**src/rtl/tmr_pkg.sv**
```systemverilog
// Shared types and register addresses for the edge-started single-run timer.
// Assumes a 2-bit write address and a 16-bit data path.
package tmr_pkg;
    typedef enum logic {ST_IDLE = 1'b0, ST_RUN = 1'b1} tmr_state_t;

    localparam logic [1:0] ADDR_CTRL = 2'd0;
    localparam logic [1:0] ADDR_CNT  = 2'd1;
    localparam logic [1:0] ADDR_TERM = 2'd2;

    typedef struct packed {
        logic [2:0] psc;
        logic       pol;
        logic       en;
    } tmr_ctrl_t;
endpackage

```
**src/rtl/trig_sync_edge.sv**
```systemverilog
// Synchronises an asynchronous trigger through SYNC_STAGES flops and reports a
// one-cycle edge of the direction that pol selects (0 = rising, 1 = falling).
// Assumes SYNC_STAGES >= 2.
module trig_sync_edge #(
    parameter int SYNC_STAGES = 2
) (
    input  logic clk,
    input  logic rst_n,
    input  logic pol,
    input  logic trig_async,
    output logic edge_det
);
    logic [SYNC_STAGES-1:0] sync_q;
    logic                   last_q;
    logic                   cur;

    assign cur = sync_q[SYNC_STAGES-1];

    // Shift the raw input through the synchroniser and keep the previous level.
    always_ff @(posedge clk) begin
        if (!rst_n) begin
            sync_q <= '0;
            last_q <= 1'b0;
        end else begin
            sync_q <= {sync_q[SYNC_STAGES-2:0], trig_async};
            last_q <= cur;
        end
    end

    // Pick the edge direction from the polarity bit.
    always_comb begin
        if (pol) edge_det = last_q & ~cur;
        else     edge_det = cur & ~last_q;
    end
endmodule

```
**src/rtl/tmr_prescaler.sv**
```systemverilog
// Divides the incoming timer-clock enable by 2^psc while run is high.
// Holds its counter at zero whenever run is low, so every run starts in phase.
module tmr_prescaler #(
    parameter int PSC_W = 3
) (
    input  logic             clk,
    input  logic             rst_n,
    input  logic             run,
    input  logic             tick_en,
    input  logic [PSC_W-1:0] psc,
    output logic             tick_out
);
    localparam int DIV_W = (2 ** PSC_W) - 1;

    logic [DIV_W-1:0] pcnt_q;
    logic [DIV_W-1:0] limit;

    assign limit    = DIV_W'((DIV_W+1)'(1) << psc) - DIV_W'(1);
    assign tick_out = run && tick_en && (pcnt_q == limit);

    // Count timer ticks and wrap at the selected limit.
    always_ff @(posedge clk) begin
        if (!rst_n || !run) begin
            pcnt_q <= '0;
        end else if (tick_en) begin
            if (pcnt_q == limit) pcnt_q <= '0;
            else                 pcnt_q <= pcnt_q + DIV_W'(1);
        end
    end
endmodule

```
**src/rtl/tmr_core.sv**
```systemverilog
// Run/idle state, the counter, the output pulse and the interrupt pulse.
// Assumes tick is already prescaled and that load is only asserted while en is low.
module tmr_core
    import tmr_pkg::*;
#(
    parameter int CNT_W = 16
) (
    input  logic             clk,
    input  logic             rst_n,
    input  logic             en,
    input  logic             trig_edge,
    input  logic             tick,
    input  logic             tick_raw,
    input  logic             load,
    input  logic [CNT_W-1:0] load_val,
    input  logic [CNT_W-1:0] term,
    output logic             running,
    output logic             pulse,
    output logic             irq,
    output logic [CNT_W-1:0] cnt
);
    localparam logic [CNT_W-1:0] REARM = CNT_W'(1);

    tmr_state_t       state_q;
    logic [CNT_W-1:0] cnt_q;
    logic             pulse_q;
    logic             irq_q;
    logic             hit;

    assign hit     = (state_q == ST_RUN) && tick && ((cnt_q + REARM) == term);
    assign running = (state_q == ST_RUN);
    assign pulse   = pulse_q;
    assign irq     = irq_q;
    assign cnt     = cnt_q;

    // Step the counter, detect the terminal value and rearm.
    always_ff @(posedge clk) begin
        if (!rst_n) begin
            state_q <= ST_IDLE;
            cnt_q   <= REARM;
            pulse_q <= 1'b0;
            irq_q   <= 1'b0;
        end else begin
            irq_q <= 1'b0;
            if (!en) begin
                state_q <= ST_IDLE;
                pulse_q <= 1'b0;
                if (load) cnt_q <= load_val;
            end else begin
                if (pulse_q && tick_raw) pulse_q <= 1'b0;
                case (state_q)
                    ST_IDLE: if (trig_edge) state_q <= ST_RUN;
                    ST_RUN: begin
                        if (hit) begin
                            cnt_q   <= REARM;
                            state_q <= ST_IDLE;
                            pulse_q <= 1'b1;
                            irq_q   <= 1'b1;
                        end else if (tick) begin
                            cnt_q <= cnt_q + REARM;
                        end
                    end
                    default: state_q <= ST_IDLE;
                endcase
            end
        end
    end
endmodule

```
**src/rtl/trig_oneshot_timer.sv**
```systemverilog
// Top level: the register write port, the trigger synchroniser, the prescaler
// and the core. The timer clock arrives as tick_en in the clk domain.
module trig_oneshot_timer
    import tmr_pkg::*;
#(
    parameter int CNT_W       = 16,
    parameter int PSC_W       = 3,
    parameter int SYNC_STAGES = 2
) (
    input  logic             clk,
    input  logic             rst_n,
    input  logic             tick_en,
    input  logic             wr_en,
    input  logic [1:0]       wr_addr,
    input  logic [CNT_W-1:0] wr_data,
    input  logic             trig_in,
    output logic             tmr_out,
    output logic             irq
);
    logic             en_q;
    logic             pol_q;
    logic [PSC_W-1:0] psc_q;
    logic [CNT_W-1:0] term_q;
    logic             edge_w;
    logic             tick_w;
    logic             run_w;
    logic             pulse_w;
    logic             cnt_load;
    logic [CNT_W-1:0] cnt_w;

    assign cnt_load = wr_en && (wr_addr == ADDR_CNT) && !en_q;
    assign tmr_out  = pol_q ^ pulse_w;

    // Capture the control and terminal-value writes.
    always_ff @(posedge clk) begin
        if (!rst_n) begin
            en_q   <= 1'b0;
            pol_q  <= 1'b0;
            psc_q  <= '0;
            term_q <= '1;
        end else if (wr_en) begin
            if (wr_addr == ADDR_CTRL) begin
                en_q  <= wr_data[0];
                pol_q <= wr_data[1];
                psc_q <= wr_data[2 +: PSC_W];
            end else if (wr_addr == ADDR_TERM) begin
                term_q <= wr_data;
            end
        end
    end

    trig_sync_edge #(.SYNC_STAGES(SYNC_STAGES)) u_sync (
        .clk(clk), .rst_n(rst_n), .pol(pol_q), .trig_async(trig_in), .edge_det(edge_w)
    );

    tmr_prescaler #(.PSC_W(PSC_W)) u_psc (
        .clk(clk), .rst_n(rst_n), .run(run_w && en_q), .tick_en(tick_en),
        .psc(psc_q), .tick_out(tick_w)
    );

    tmr_core #(.CNT_W(CNT_W)) u_core (
        .clk(clk), .rst_n(rst_n), .en(en_q), .trig_edge(edge_w), .tick(tick_w),
        .tick_raw(tick_en), .load(cnt_load), .load_val(wr_data), .term(term_q),
        .running(run_w), .pulse(pulse_w), .irq(irq), .cnt(cnt_w)
    );
endmodule

```
**config.mk**
```make
export PLATFORM = sky130hd
export DESIGN_NAME = trig_oneshot_timer
export DESIGN_NICKNAME = d
export VERILOG_FILES = /design/src/rtl/tmr_pkg.sv /design/src/rtl/trig_sync_edge.sv /design/src/rtl/tmr_prescaler.sv /design/src/rtl/tmr_core.sv /design/src/rtl/trig_oneshot_timer.sv
export SDC_FILE = /design/constraint.sdc
export NUM_CORES = 1
export LEC_CHECK = 0
export BUFFER_PORTS_ARGS = -buffer_cell sky130_fd_sc_hd__buf_2
export CAP_MARGIN = 20
export CORE_MARGIN = 8
export CORE_UTILIZATION = 45
export DETAILED_ROUTE_END_ITERATION = 10
export PLACE_DENSITY_LB_ADDON = 0.15
export SYNTH_ARGS = -nofsm -noshare
export SYNTH_HDL_FRONTEND = slang
export SYNTH_SLANG_ARGS = --single-unit
```
**constraint.sdc**
```tcl
create_clock -name clk -period 3.8 [get_ports clk]
set_clock_uncertainty 0.15 [all_clocks]
set_input_delay 0.57 -clock clk [delete_from_list [all_inputs] [get_ports clk]]
set_output_delay 0.57 -clock clk [all_outputs]
set_load 0.005 [all_outputs]
```
Word-level counts from Yosys, hierarchy flattened
Cells that the tools add are included.
- flip-flop bits (word level): 50
- word-level logic and storage cells: 61
- output and inout port bits: 2
- shift operators: 1
- bitwise operators: 7
- reduce and logical (&&, ||, !) cells: 19
- equality and inequality tests: 6
- add/subtract/negate cells: 3
- mux-type cells: 14
- operator list (operator ; number):
    16-bit two-way mux ; 5
    16-bit by 1-bit adder with 16-bit output (second input constant) ; 1
    16-bit == test ; 1
    3-bit AND reduction ; 3
    1-bit logical AND ; 8
    7-bit by 1-bit adder with 7-bit output (second input constant) ; 1
    7-bit == test ; 1
    1-bit two-way mux ; 7
    7-bit two-way mux ; 1
    1-bit by 3-bit << shifter with 7-bit output (first input constant) ; 1
    7-bit by 2-bit subtractor with 7-bit output (second input constant) ; 1
    1-bit NOT ; 4
    2-bit AND reduction ; 2
    1-bit logical NOT ; 3
    3-bit by 1-bit inequality test with 1-bit output (second input constant) ; 1
    1-bit AND ; 2
    2-bit by 1-bit == test with 1-bit output (second input constant) ; 1
    2-bit == test (second input constant) ; 1
    2-bit logical NOT ; 1
    2-bit by 1-bit inequality test with 1-bit output (second input constant) ; 1
    1-bit case mux with 2 select lines ; 1
    2-bit nonzero test ; 1
    1-bit logical OR ; 1
    1-bit bitwise XOR ; 1

Longest topological paths before layout
Gate-level depths: netlist of the first run.
- depth in word-level cells: 9
- mapped depth: 13
- depth with buffers taken out: 10

By module
From an unflattened synthesis of the first run, not the netlist that was laid out.
- cell total of the unflattened synthesis: 374
- area total of the unflattened synthesis: 3380.7 um2
- by module, submodules not included (module ; area each (um2) ; cells an instance ; instances ; sequential area each (um2)):
    tmr_core ; 1735.4 ; 209 ; 1 ; 380.4
    trig_oneshot_timer ; 1019.7 ; 100 ; 1 ; 420.4
    tmr_prescaler ; 524.3 ; 56 ; 1 ; 140.1
    trig_sync_edge ; 101.3 ; 9 ; 1 ; 60.1

Worst setup path before layout of the first run
OpenSTA, ideal clock, no wires.
- kind: flip-flop to flip-flop
- start point: register psc_q[1]
- end point: register u_core.cnt_q[3], in the netlist u_core.cnt[3]
- path slack: 0.601 ns
- setup time: 0.125 ns
- data arrival time: 2.923 ns
- cell stages (with the launch flop): 13
- path through: dfxtp_1 > buf_2 > or3_1 > ha_1 > or4b_1 > o211ai_1 > xor2_1 > a2111o_1 > or2_1 > buf_2 > o211ai_2 > buf_4 > o22ai_1
- longest elaborated chain between the ends: 9
- elaborated cells between the ends (all ways): 11
- ends and longest elaborated chain (what ; line ; RTL):
    from (decl) ; trig_oneshot_timer.sv:22 ; logic [PSC_W-1:0] psc_q;
    from (signal assigned) ; trig_oneshot_timer.sv:45 ; psc_q <= wr_data[2 +: PSC_W];
    1-bit by 3-bit << shifter with 7-bit output * ; tmr_prescaler.sv:18 ; assign limit = DIV_W'((DIV_W+1)'(1) << psc) - DIV_W'(1);
    7-bit by 2-bit subtractor with 7-bit output * ; tmr_prescaler.sv:18 ;
    7-bit == test * ; tmr_prescaler.sv:19 ; assign tick_out = run && tick_en && (pcnt_q == limit);
    1-bit logical AND * ; tmr_prescaler.sv:19 ;
    1-bit logical AND (2 in a row) ; tmr_core.sv:30 ; assign hit = (state_q == ST_RUN) && tick && ((cnt_q + REARM) == term);
    16-bit two-way mux ; tmr_core.sv:54 ; if (hit) begin
    16-bit two-way mux ; tmr_core.sv:51 ; case (state_q)
    16-bit two-way mux ; tmr_core.sv:45 ; if (!en) begin
    to (signal assigned) ; tmr_core.sv:48 ; if (load) cnt_q <= load_val;
    to (signal assigned) ; tmr_core.sv:60 ; cnt_q <= cnt_q + REARM;
    to (decl) ; tmr_core.sv:25 ; logic [CNT_W-1:0] cnt_q;
Mark *: on every way between the ends. The rest lies on a longest branch, timed or not. The select of a mux whose other input is x is not followed.
A chain may end at the register's enable or synchronous reset.

Worst setup path in the final report of the first run
- start point: register psc_q[1]
- end point: register u_core.cnt_q[9], in the netlist u_core.cnt[9]
Same word-level chain as after synthesis.

==> run metrics, run 1 <==
Final Cycle Share 0.904; CP arrival approximately 3500 ps; Clk pin slew, worst setup/hold paths around 90 ps; I/O Buffers 24; CP Capture Type flop; Die Span Y just under 100 um; CP peak stage delay between 400 and 500 ps; top cell type's share of synthesized area 0.334; most common cell in the netlist nand2_1; Core Area around 6400 um^2; Synth Flop Type dfxtp_1; Fillers 650; largest area contributor in the netlist dfxtp_1; CP Cell Sequence or3_1, ha_1, or4b_1, o211ai_1, xor2_1, a2111o_1, o21a_1, a2111oi_0, nor4_1; Critical Path Fanout Max 17; GRT Total Usage 0.160; DRC viols 0; PwrDens roughly 320 nW/um^2; setup TNS 0 ps; DRT iter0 DRCs 165; hold_ws between 200 and 300 ps; Syn Inst Count 392; Slew HR 0.445; fin crit period 3430 ps; worst vdd ir about 180 uV; CTS Hold Bufs 0; hold violation count in the final report 0; initial core utilization 0.470; clock share of power 0.321; CTS Sinks 50; Core Rows 29; Via density about 5.8; Inserted Clock Buffers 5; Max-Cap Viols 0; IO Pins 25; min-delay worst type reg -> reg; status finished clean; synthesized area per cell about 7.7 um^2; Die ar. 9530 um^2; Post-DP HPWL about 5.4 mm; ant diodes 0; CTS H-tree depth 2; FFs w/ async S/R, synth 0; critical path class reg -> reg; total gr overflow 0; Worst-Skew Late Latency ~310 ps; CTS root buf clkbuf_8; Seq cells post-synth 50; FMAX just under 300 MHz; Worst Tran Pin Value roughly 830 ps; vias in the first global route 2639; count of buffer and inverter cells on the critical path 0; dpl ws between 300 and 400 ps; Psw 290 uW; Flop pwr share 0.544; Slew Limit Fails 0; CP max stage cell or4b_1; Leak about 0.0012 uW; Gate power share 0.136; initial antenna violation count 0; CTS resizes 0; Clock Path Buffers 2; vias roughly 2800; switch share 0.278; syn_nets roughly 420; setup ws final 365 ps; Top delay family on crit path compound AO/OA/AOI/OAI gates; Setup Buffers After CTS 0; layout cells sized above 1 0.113; RSZ-0062 raised after global routing no; Syn. warnings 0; Die X just under 100 um; post-synthesis cell area 3000 um^2; post-DR wirelength/cell between 15 and 20 um; Routed WL approximately 7.6 mm; Yosys cell types 56; Area growth, synth to finish 8.55%; DR pass1 iterations 4; WP data required around 3800 ps; post-synthesis sequential area ratio 0.334; total power around 1000 uW; FF-to-FF setup slack between 300 and 400 ps; pin count of the biggest net entering global routing 34; first-pass GRT wire length 12.9 mm; CTS tree done; final antenna-violating net count 0; gpl congestion ~0.87; synth top area cells dfxtp_1 (33%), nand2_1 (7.1%), nand3_1 (5.0%); Post-synth top cells nand2_1 (57), dfxtp_1 (50), nor2_1 (33); Worst Setup Start Kind flop; fin nets 431; Post-synth EDFFs 0; Int Pwr between 700 and 800 uW; Final setup viols 0
registers in the layout (all words and copies together), names as in the netlist:
name / cells
u_sync.last_q: 1
psc_q: 3
en_q: 1
u_sync.sync_q: 2
u_core.pulse: 1
u_core.cnt: 16
u_core.irq: 1
u_psc.pcnt_q: 7
term_q: 16
pol_q: 1
u_core.running: 1
layout make-up:
type                            count  area, um^2  area share
Timing Repair Buffer               31         173      0.0530
Multi-Input combinational cell    303        1840       0.565
Clock inverter                      2        12.5     0.00384
Sequential cell                    50        1000       0.307
Clock buffer                        6        82.6      0.0254
Tap cell                           77        96.3      0.0296
Inverter                           14        52.6      0.0161
cell families after synthesis:
| group | share of synthesized area |
|---|---|
| xor+xnor | 0.0876 |
| mux | 0.0338 |
| buf+inv | 0.0534 |
| flops | 0.334 |
| simple gates | 0.299 |
| compound gates | 0.180 |
| fa+ha+maj | 0.0125 |
per-layer routing:
metal  wire, um  part of all wire  global-route usage  vias to the layer above
met5          0                 0                   0                        -
met4        120             0.016              0.0501                        0
met3        370             0.049              0.0277                        9
met2       3320              0.44               0.246                       62
met1       3780              0.50               0.220                     1287
li1           -                 -                   -                     1424
per-stage QoR:
step                       util  std cells  instance area, um^2
after floorplan               -        392                 3000
after global placement    0.495        475                 3160
after detailed placement  0.495        475                 3160
after CTS                 0.510        483                 3260
after global routing      0.510        483                 3260
final                     0.510        483                 3260
placed cells by master, fill, tap and decap left out, types with 2 or more instances in the layout:
master / netlist / layout
buf_4: 2 / 7
o31ai_1: 2 / 2
nor3_1: 8 / 8
mux2i_1: 9 / 9
clkbuf_8: 0 / 6
nand2b_1: 4 / 4
dfxtp_1: 50 / 50
clkinv_1: 2 / 2
and2_1: 5 / 5
and3_1: 7 / 7
xor2_1: 14 / 14
a221o_1: 2 / 2
nand2_1: 57 / 57
nand4_1: 7 / 7
o22ai_1: 12 / 12
and3b_1: 2 / 2
nor2_1: 33 / 33
a31oi_1: 5 / 5
nor2b_1: 4 / 4
a21oi_1: 20 / 20
nand3b_1: 4 / 4
nor4_1: 3 / 3
a22oi_1: 2 / 2
ha_1: 3 / 3
or2_1: 4 / 4
and4_1: 2 / 2
xnor2_1: 16 / 16
inv_1: 12 / 12
or3_1: 2 / 2
buf_2: 5 / 24
a211oi_1: 5 / 5
o21ai_0: 4 / 4
nand3_1: 30 / 30
a32oi_1: 8 / 8
o211ai_1: 8 / 8
power groups by stage:
stage	combinational [uW]	sequential [uW]	clock, uW
finish	141	567	334
CTS	142	566	344
global placement	139	578	0
floorplan	109	566	0
detailed placement	141	578	0
global route	159	571	363
worst paths after layout:
check             cells after the start              from          endpoint
setup / recovery                      9          psc_q[1]     u_core.cnt[9]
hold / removal                        1  u_sync.sync_q[0]  u_sync.sync_q[1]
setup reg to reg                      9          psc_q[1]     u_core.cnt[9]
hold reg to reg                       1  u_sync.sync_q[0]  u_sync.sync_q[1]
Note: power is estimated with default switching activity, not from simulation.
==> run 2, diff against run 1 <==
- CORE_UTILIZATION: 45 -> 60
==> run 2 against run 1 <==
  * Non-clock buffer count unchanged
  * Critical path type unchanged
  * Largest power group unchanged
  * Maximum frequency about the same
  * Register-to-register slack about the same
  * Sequential power about the same
  * Global-route usage up 3.8 points
  * Via count up 2.0%
==> run metrics, run 2 (synthesis gave the netlist of run 1 again) <==
status finished clean; CTS resizes 0; Routed WL ~7.2 mm; Hold Path Cell Cnt 1; switch share 0.261; Non-Filler Instances approximately 470; vias 2837; Setup Buffers After CTS 0; hold_ws approximately 290 ps; GRT Total Usage 0.198; pin count of the biggest net entering global routing 34; critical path class reg -> reg; Psw approximately 280 uW; Int Pwr 789 uW; Gate power share 0.132; Via density between 5 and 6; Area growth, synth to finish 8.55%; worst r2r path cells 9; Die X about 87 um; worst vdd ir 224 uV; CTS root buf clkbuf_8; Core Rows 25; Worst Setup Start Kind flop; min-delay worst type reg -> reg; Core Area approximately 4800 um^2; vias in the first global route about 2600; Critical Path Fanout Max 17; Slew Limit Fails 0; IO Pins 25; Leak about 0.0012 uW; Worst-Skew Late Latency 300 ps; initial core utilization 0.627; Die Span Y a little under 90 um; Die ar. around 7500 um^2; FMAX ~290 MHz; CP arrival approximately 3500 ps; first-pass GRT wire length about 12 mm; CTS H-tree depth 2; layout cells sized above 1 0.113; DRT iter0 DRCs 253; I/O Buffers 24; RSZ-0062 raised after global routing no; Max-Cap Viols 0; Flop pwr share 0.530; Clk pin slew, worst setup/hold paths 90 ps; gpl congestion 0.909; Clock Path Buffers 2; number of cells after detailed placement about 460; ant diodes 0; Final Cycle Share 0.904; CTS tree done; post-layout util 0.680; DRC viols 0; CTS Hold Bufs 0; PwrDens between 300 and 400 nW/um^2; total power around 1100 uW; fin nets roughly 430; post-DR wirelength/cell roughly 15 um; Worst Tran Pin Value roughly 820 ps; Final setup viols 0; DR pass1 iterations 5; setup TNS 0 ps; WP data required about 3800 ps; CP Capture Type flop; fin crit period about 3400 ps; hold violation count in the final report 0; Inserted Clock Buffers 5; CTS Sinks 50; most frequent cells in the layout nand2_1 (57), dfxtp_1 (50), nor2_1 (33), nand3_1 (30), buf_2 (25); commonest non-fill, non-tap cell in the layout nand2_1; initial antenna violation count 0; Slew HR 0.450; clock share of power 0.338; total gr overflow 0; Post-DP HPWL 5.15 mm; final antenna-violating net count 0
-- run 2: power by group through the flow --
| stage | clock network, uW | registers [uW] | logic, uW |
|---|---|---|---|
| after floorplan | 0 | 566 | 109 |
| after global placement | 0 | 577 | 136 |
| after detailed placement | 0 | 578 | 139 |
| after CTS | 367 | 566 | 140 |
| after global routing | 383 | 569 | 158 |
| final | 360 | 566 | 141 |
-- run 2: worst max-delay path, stage by stage (launching register included) --
cell	delay [ps]
dfxtp_1	440
or3_1	390
ha_1	300
or4b_1	490
o211ai_1	120
xor2_1	110
a2111o_1	420
o21a_1	400
a2111oi_0	400
nor4_1	100
-- run 2: cell type report --
type | instances | area, um^2
flip-flops and latches | 50 | 1000
fillers | 423 | 1530
multi-input cells | 303 | 1840
well taps | 67 | 83.8
clock buffers | 8 | 110
inverters | 14 | 52.6
repair buffers | 31 | 170
-- run 2: worst paths after layout --
kind / from / to / slack (ps)
worst max-delay path: psc_q[1] / u_core.cnt[9] / 360
worst min-delay path: u_sync.sync_q[0] / u_sync.sync_q[1] / 290
worst min register to register: u_sync.sync_q[0] / u_sync.sync_q[1] / 290
worst max register to register: psc_q[1] / u_core.cnt[9] / 360
-- run 2: per-layer routing --
metal	wire (um)	vias up	track usage
li1	-	1419	-
met1	3430	1300	0.273
met2	3190	108	0.301
met3	486	10	0.0340
met4	99	0	0.0657
met5	0	-	0
-- run 2: stage by stage --
stage                     area, um^2  setup slack [ps]
after CTS                       3250               398
after floorplan                 3000               601
after global placement          3140               517
final                           3260               364
after detailed placement        3140               419
after global routing            3260               137
==> run 3, diff against run 2 <==
- CORE_UTILIZATION: 60 -> 50
- SYNTH_HIERARCHICAL: default -> 1
==> run 3 against run 2 <==
  * Synthesized cell count down 4.6%
  * Maximum frequency about the same
  * Critical path depth up 2
  * Total power up 4.8%
  * Utilization down 15 points
  * Clock power up 9.7%
  * Sequential power about the same
  * Final area up 9.8%
  * Via count up 0.28%
  * Critical endpoint is now u_core/cnt[15]
  * Largest power group unchanged
==> run metrics, run 3 <==
status finished clean; vias 2845; PwrDens about 310 nW/um^2; cell depth of the worst setup path 11; Critical Path Fanout Max 11; setup TNS 0 ps; hold_ws around 290 ps; first-pass GRT wire length 14.0 mm; fin nets 410; Post-synth top cells dfxtp_1 (50), nand2_1 (27), inv_1 (25); fin crit period around 3400 ps; initial core utilization 0.506; commonest non-fill, non-tap cell in the layout dfxtp_1; CTS tree done; Clock Path Buffers 2; Syn Inst Count between 300 and 400; synthesized area per cell ~9 um^2; most frequent cells in the layout dfxtp_1 (50), nand2_1 (27), inv_1 (25), buf_2 (24), nand4b_1 (17); worst r2r path cells 11; post-route cell area 3570 um^2; top cell type's share of synthesized area 0.296; DRC viols 0; initial antenna violation count 0; post-DR wirelength/cell ~18 um; Die Span Y approximately 98 um; Die X 98.2 um; placed cell areas between 3000 and 4000 um^2; Synth Flop Type dfxtp_1; layout cells sized above 1 0.218; Die ar. between 9000 and 10000 um^2; Seq cells post-synth 50; Fillers 666; Max-Cap Viols 0; worst vdd ir roughly 170 uV; Syn. warnings 6; Worst Tran Pin Value between 900 and 1000 ps; Slew Limit Fails 0; GRT Total Usage 0.176; Yosys cell types 65; total gr overflow 0; Post-DP HPWL 5.90 mm; Final setup viols 0; CP Capture Type flop; count of buffer and inverter cells on the critical path 1; Final Cycle Share 0.904; IO Pins 25; post-synthesis cell area 3380 um^2; hold violation count in the final report 0; Inserted Clock Buffers 5; FF-to-FF setup slack ~370 ps; CTS H-tree depth 2; CTS resizes 0; DR pass1 iterations 6; synth top area cells dfxtp_1 (30%), nand4b_1 (4.4%), o211ai_2 (4.1%); CP peak stage delay between 500 and 600 ps; syn_nets roughly 400; Slew HR 0.388; Post-synth EDFFs 0; FMAX 291 MHz; WP data required 3830 ps; Clk pin slew, worst setup/hold paths roughly 100 ps; CTS root buf clkbuf_8; Core Rows 30; Routed WL 8.37 mm; largest area contributor in the netlist dfxtp_1; post-synthesis sequential area ratio 0.296; Worst-Skew Late Latency slightly above 300 ps; vias in the first global route 2755; I/O Buffers 24; total power 1120 uW; CP arrival about 3500 ps; Area growth, synth to finish 5.70%; CTS Sinks 50; final antenna-violating net count 0; Leak 0.00129 uW; Core Area ~6700 um^2; ant diodes 0; Via density 6.11; DRT iter0 DRCs ~160; Hold Path Cell Cnt 1; setup ws final about 370 ps; min-delay worst type reg -> reg; Worst Setup Start Kind flop; pin count of the biggest net entering global routing 36; Setup Buffers After CTS 0; critical path class reg -> reg; dpl ws roughly 430 ps; gpl congestion between 0.8 and 0.9; RSZ-0062 raised after global routing no; CTS Hold Bufs 0; CP Cell Sequence or3b_1, a21oi_1, o31a_2, and3_1, nand3_1, a2111oi_2, nand4_1, nor4_4, buf_4, or4_1, o221ai_1; CP max stage cell dfxtp_1; most common cell in the netlist dfxtp_1; Top delay family on crit path simple AND/OR/NAND/NOR gates; FFs w/ async S/R, synth 0
==> run 3: cell count changes after synthesis, moves of 7 or more <==
cell / delta
a211oi_2: +7
a32oi_1: -8
o211ai_2: +10
nor2_1: -20
nand2_1: -30
inv_1: +13
a21oi_1: -15
buf_6: +9
o22ai_1: -8
clkbuf_1: -10
nand3_1: -19
nand4b_1: +16
==> run 3: layer usage <==
| metal | part of all wire | GRT usage |
|---|---|---|
| met5 | 0 | 0 |
| met4 | 0.011 | 0.0590 |
| met2 | 0.48 | 0.297 |
| met1 | 0.47 | 0.226 |
| met3 | 0.040 | 0.0213 |
==> run 3: path summary, 6_finish.rpt <==
path,startpoint,to
setup / recovery,psc_q[1],u_core/cnt[15]
hold / removal,u_sync/sync_q[0],u_sync/sync_q[1]
setup reg to reg,psc_q[1],u_core/cnt[15]
hold reg to reg,u_sync/sync_q[0],u_sync/sync_q[1]
==> run 3: cell families (layout without fill, tap and decap cells) <==
logic type                 Yosys count  count (layout)  synth area share
AOI/OAI and AO/OA                   89              89             0.238
and+or+nand+nor                    141             141             0.261
muxes                               10              10            0.0296
DFF                                 50              50             0.296
xor gates and xnor gates            28              28            0.0781
adders and majority gates            2               2           0.00740
buffers and inverters               54              66            0.0903
==> run 3: area by class of cell <==
| class | instances | area [um^2] | share of cell area |
|---|---|---|---|
| multi-input cells | 270 | 2070 | 0.581 |
| flip-flops and latches | 50 | 1000 | 0.280 |
| repair buffers | 33 | 188 | 0.0525 |
| well taps | 80 | 100 | 0.0280 |
| inverters | 25 | 93.8 | 0.0263 |
| clock buffers | 5 | 68.8 | 0.0193 |
| clock inverters | 3 | 47.5 | 0.0133 |
==> run 3: per-stage QoR <==
stage / std cells / utilization
detailed placement: 458 / 0.517
global placement: 458 / 0.517
CTS: 466 / 0.535
finish: 466 / 0.535
floorplan: 374 / -
global route: 466 / 0.535
==> run 3: worst reg2reg max path, cell delays in order (launching register included) <==
cell and delay (ps):
dfxtp_1 510, or3b_1 380, a21oi_1 150, o31a_2 290, and3_1 220, nand3_1 100, a2111oi_2 300, nand4_1 230
nor4_4 490, buf_4 260, or4_1 130, o221ai_1 100
==> run 3: where the power goes <==
group	leakage (uW)	switching (uW)	internal [uW]	total [uW]
combinational	0.000827	91.0	69.4	160
sequential	0.000407	21.5	542	564
clock	0.0000587	195	200	395
total	0.00129	307	812	1120
